==> src/rtl/pwm_fault_pkg.sv <==
package pwm_fault_pkg;
   // one PWM pair: bit 0 = high pin, bit 1 = low pin
   typedef logic [1:0] pin_pair_t;
   localparam int unsigned PINS_PER_PAIR = 2;
endpackage

==> src/rtl/fault_sync.sv <==
module fault_sync #(
   parameter int unsigned STAGES = 2
) (
   input  logic clk,
   input  logic rst_n,
   input  logic async_n,
   output logic level
);
   logic [STAGES-1:0] chain_q;

   always_ff @(posedge clk or negedge rst_n) begin
      if (!rst_n) chain_q <= '1;
      else        chain_q <= {chain_q[STAGES-2:0], async_n};
   end

   assign level = chain_q[STAGES-1];
endmodule

==> src/rtl/fault_flag.sv <==
module fault_flag (
   input  logic clk,
   input  logic rst_n,
   input  logic level,
   input  logic armed,
   input  logic clr,
   output logic flag
);
   logic level_d_q;
   logic flag_q;
   logic fell;

   assign fell = level_d_q & ~level & armed;

   always_ff @(posedge clk or negedge rst_n) begin
      if (!rst_n) begin
         level_d_q <= 1'b1;
         flag_q    <= 1'b0;
      end else begin
         level_d_q <= level;
         flag_q    <= fell | (flag_q & ~clr);
      end
   end

   assign flag = flag_q;
endmodule

==> src/rtl/pair_override.sv <==
module pair_override
   import pwm_fault_pkg::*;
#(
   parameter int unsigned N_FLT = 2
) (
   input  pin_pair_t                          pwm_in,
   input  logic [N_FLT-1:0]                   active_n,
   input  logic [N_FLT-1:0]                   en,
   input  logic [N_FLT*PINS_PER_PAIR-1:0]     ovr,
   output pin_pair_t                          pwm_out
);
   // lowest fault index is applied last and therefore wins
   always_comb begin
      pwm_out = pwm_in;
      for (int f = N_FLT - 1; f >= 0; f--) begin
         if (!active_n[f] && en[f]) pwm_out = ovr[f*PINS_PER_PAIR +: PINS_PER_PAIR];
      end
   end
endmodule

==> src/rtl/pwm_fault_override.sv <==
module pwm_fault_override
   import pwm_fault_pkg::*;
#(
   parameter int unsigned N_FLT       = 2,
   parameter int unsigned N_PAIRS     = 4,
   parameter int unsigned SYNC_STAGES = 2,
   localparam int unsigned N_PINS     = PINS_PER_PAIR * N_PAIRS
) (
   input  logic                      clk,
   input  logic                      rst_n,
   input  logic [N_FLT-1:0]          flt_n_i,
   input  logic [N_FLT*N_PAIRS-1:0]  pair_en_i,
   input  logic [N_FLT*N_PINS-1:0]   ovr_val_i,
   input  logic [N_PINS-1:0]         pwm_i,
   input  logic [N_FLT-1:0]          irq_clr_i,
   input  logic [N_FLT-1:0]          irq_en_i,
   output logic [N_PINS-1:0]         pwm_o,
   output logic [N_FLT-1:0]          flt_flag_o,
   output logic [N_FLT-1:0]          flt_irq_o,
   output logic [N_FLT-1:0]          flt_lvl_o
);
   if (N_FLT < 1)       begin : g_bad_flt   $error("N_FLT must be at least 1");       end
   if (N_PAIRS < 1)     begin : g_bad_pairs $error("N_PAIRS must be at least 1");     end
   if (SYNC_STAGES < 2) begin : g_bad_sync  $error("SYNC_STAGES must be at least 2"); end

   logic [N_FLT-1:0] lvl;
   logic [N_FLT-1:0] flag;

   for (genvar f = 0; f < N_FLT; f++) begin : g_flt
      fault_sync #(.STAGES(SYNC_STAGES)) u_sync (
         .clk     (clk),
         .rst_n   (rst_n),
         .async_n (flt_n_i[f]),
         .level   (lvl[f])
      );
      fault_flag u_flag (
         .clk   (clk),
         .rst_n (rst_n),
         .level (lvl[f]),
         .armed (|pair_en_i[f*N_PAIRS +: N_PAIRS]),
         .clr   (irq_clr_i[f]),
         .flag  (flag[f])
      );
   end

   for (genvar p = 0; p < N_PAIRS; p++) begin : g_pair
      logic [N_FLT-1:0]               en_col;
      logic [N_FLT*PINS_PER_PAIR-1:0] ovr_col;
      for (genvar f = 0; f < N_FLT; f++) begin : g_col
         assign en_col[f] = pair_en_i[f*N_PAIRS + p];
         assign ovr_col[f*PINS_PER_PAIR +: PINS_PER_PAIR] =
            ovr_val_i[f*N_PINS + p*PINS_PER_PAIR +: PINS_PER_PAIR];
      end
      pair_override #(.N_FLT(N_FLT)) u_pair (
         .pwm_in   (pwm_i[p*PINS_PER_PAIR +: PINS_PER_PAIR]),
         .active_n (lvl),
         .en       (en_col),
         .ovr      (ovr_col),
         .pwm_out  (pwm_o[p*PINS_PER_PAIR +: PINS_PER_PAIR])
      );
   end

   assign flt_flag_o = flag;
   assign flt_irq_o  = flag & irq_en_i;
   assign flt_lvl_o  = lvl;
endmodule

==> config.mk <==
export PLATFORM = sky130hd
export DESIGN_NAME = pwm_fault_override
export DESIGN_NICKNAME = d
export VERILOG_FILES = /design/src/rtl/pwm_fault_pkg.sv /design/src/rtl/fault_sync.sv /design/src/rtl/fault_flag.sv /design/src/rtl/pair_override.sv /design/src/rtl/pwm_fault_override.sv
export SDC_FILE = /design/constraint.sdc
export NUM_CORES = 1
export LEC_CHECK = 0
export BUFFER_PORTS_ARGS = -buffer_cell sky130_fd_sc_hd__buf_4
export CORE_AREA = 5 5 46 48
export CTS_CLUSTER_DIAMETER = 60
export DETAILED_ROUTE_END_ITERATION = 10
export DIE_AREA = 0 0 51 53
export PLACE_DENSITY_LB_ADDON = 0.05
export RECOVER_POWER = 50
export SLEW_MARGIN = 20
export SYNTH_ARGS = -nofsm -noshare
export SYNTH_HDL_FRONTEND = slang
export SYNTH_HIERARCHICAL = 1
export SYNTH_SLANG_ARGS = --single-unit
==> constraint.sdc <==
create_clock -name clk -period 1 [get_ports clk]
set_input_delay 0 -clock clk [delete_from_list [all_inputs] [get_ports clk]]
set_output_delay 0 -clock clk [all_outputs]
set_load 0.03 [all_outputs]
==> qor.csv <==
metric,value,unit
Nets,161,
Peak VDD IR,0.857,mV
Initial DRC Count,3,
peak fanout along the critical path,5,
Clock Path Buffers,2,
fraction of layout cells with a size suffix above 1,71.7,%
DP Area,970,sq um
max cap viols,0,
status,finished with violations,
slew margin rel.,72.7,%
all-layer global routing usage,14.8,%
"Net Count, Synth",90,
"Design Area, Final",1150,sq um
Setup Skew,0.0104,ns
number of global-route vias before repair,664,
Synth Register Bits,8,
failing checks,setup timing,
ANT cells,0,
worst slew pin tran,0.409,ns
unrepaired setup endpoints after global routing,yes,
Startpoint Class,register,
Vias,652,
post-synth cell types,11,
crit path DAT,1.46,ns
Starting Density,30.3,%
Synth Area per Inst,10.1,sq um
Synth-to-Final Area Change,128,%
initial antenna violation count,0,
CORE AREA,1670,sq um
Port Buffers,53,
wire per inst,13.8,microns
cell count after synthesis,50,
vias per inst,4.76,
"Setup violations, final",11,
Fin. Hold Viols,0,
fin worst setup slack,-0.458,ns
"commonest non-fill, non-tap cells in the layout","45 x buf_4, 15 x buf_6, 10 x nand2_1",
height of the die,53,microns
pin count of the biggest net entering global routing,9,
"Clk Latency, worst-skew pair",0.26,ns
Clock Sink Count,8,
hold crit path type,in2reg,
"area leader, netlist",dfstp_2,
Sequential Area,208,sq um
"Seq/Total Area, Yosys",41.1,%
Routed WL,1.89,mm
"Req. time, crit path",1.00,ns
Boundary Pins,54,
fin crit period,1.46,ns
DRC,0,
"commonest non-fill, non-tap cell in the layout",buf_4,
remaining antenna violation count after routing,0,
first-pass GRT wire length,2.82,mm
P_leak,0.589,nW
row count,15,
Final GP Congestion,0.710,
fin crit share,146,%
Die W,51,microns
Ys Warns,6,
"Slew Viols, Final",0,
DR pass1 iterations,3,
Peak Freq,686,MHz
clock slew at the register clock pins of the worst setup and hold paths,0.06,ns
CP Capture Type,output port,
number of fillers in the final layout,145,
die area,2700,sq um
CTS tree,yes,
H-tree depth,1,
Congestion Overflow GR,0,
area of the multi-input gates,332,sq um
clk root buf,clkbuf_4,
power density over the cells,1000,nW/um^2
cts bufs inserted,3,
top cell type's share of synthesized area,31.2,%
top post-synthesis cells by area,"dfstp_2 31%, mux2i_1 16%, nand2b_4 11%",
Synth Cell Area,505,sq um
CP Class,reg2out,
post-place setup slack,-0.211,ns
hpwl dp,1.52,mm
power by group:
| group | internal (mW) | switching, mW |
|---|---|---|
| registers | 0.354 | 0.0126 |
| clock network | 0.153 | 0.118 |
| logic | 0.288 | 0.235 |
registers in the layout, summed over array words and instances (netlist names):
signal and cells:
g_flt.u_flag/flag 2, g_flt.u_flag/level_d_q 2, g_flt.u_sync/chain_q 4
stage by stage:
stage | util [%] | TNS, ns | cells | hold slack, ns | power [mW]
after CTS | 66.0 | -3.57 | 132 | 0.0866 | 1.14
after detailed placement | 58.1 | -1.24 | 122 | -0.179 | 0.816
after global routing | 69.1 | -4.20 | 137 | 0.138 | 1.22
after floorplan | - | -1.70 | 50 | -0.296 | 0.584
after global placement | 58.1 | -1.04 | 122 | -0.181 | 0.808
final | 69.1 | -3.54 | 137 | 0.121 | 1.16
cell type report:
cell class | instances | share of cell area, %
repair buffers | 66 | 48.5
multi-input cells | 40 | 28.7
well taps | 17 | 1.84
clock buffers | 4 | 2.28
inverters | 2 | 0.650
flip-flops and latches | 8 | 18.0
critical path, cell delays in order, from the launching register on:
cell	delay, ns
dfstp_2	0.56
nand2b_4	0.15
mux2i_2	0.24
o21ai_2	0.09
buf_6	0.15
synth_stat cells:
cell	number
or4_1	2
and2_1	2
dfstp_2	6
mux2i_1	8
o22ai_2	2
nand2b_4	4
dfrtp_1	2
nand2_1	10
inv_1	2
o21ai_1	8
nor2b_1	4
layer usage:
| layer | global-route usage [%] | part of all wire (%) | vias up |
|---|---|---|---|
| li1 | - | - | 314 |
| met2 | 25.5 | 49 | 46 |
| met5 | 0 | 0 | - |
| met4 | 8.07 | 1.7 | 0 |
| met3 | 7.89 | 15 | 4 |
| met1 | 14.1 | 34 | 288 |
cells by family after synthesis:
| family | after synthesis | share of synthesized area, % |
|---|---|---|
| AO/OA/AOI/OAI | 10 | 12.9 |
| multiplexers | 8 | 15.8 |
| flip-flops | 8 | 41.1 |
| buffers and inverters | 2 | 1.49 |
| AND/OR/NAND/NOR | 22 | 28.7 |
repair_timing:
action | CTS | global route
gates resized for setup | 13 | 6
hold endpoints to repair | 12 | 0
setup endpoints to repair | 10 | 12
hold buffers | 5 | 0
buffers inserted | 1 | 6
pin swaps | 1 | 2
path summary, 6_finish.rpt:
kind	endpoint	startpoint	slack, ns	cells past startpoint
hold / removal	g_flt[1].u_flag/flag	pair_en_i[6]	0.12	4
setup / recovery	pwm_o[7]	g_flt[1].u_sync/chain_q[1]	-0.46	4
max in group asynchronous	g_flt[0].u_flag/level_d_q	rst_n	0.49	2
setup reg to reg	g_flt[0].u_flag/flag	g_flt[0].u_sync/chain_q[1]	0	4
min in group asynchronous	g_flt[0].u_flag/flag	rst_n	0.18	2
hold reg to reg	g_flt[1].u_sync/chain_q[1]	g_flt[1].u_sync/chain_q[0]	0.34	0
(Power assumes the default switching activity.)
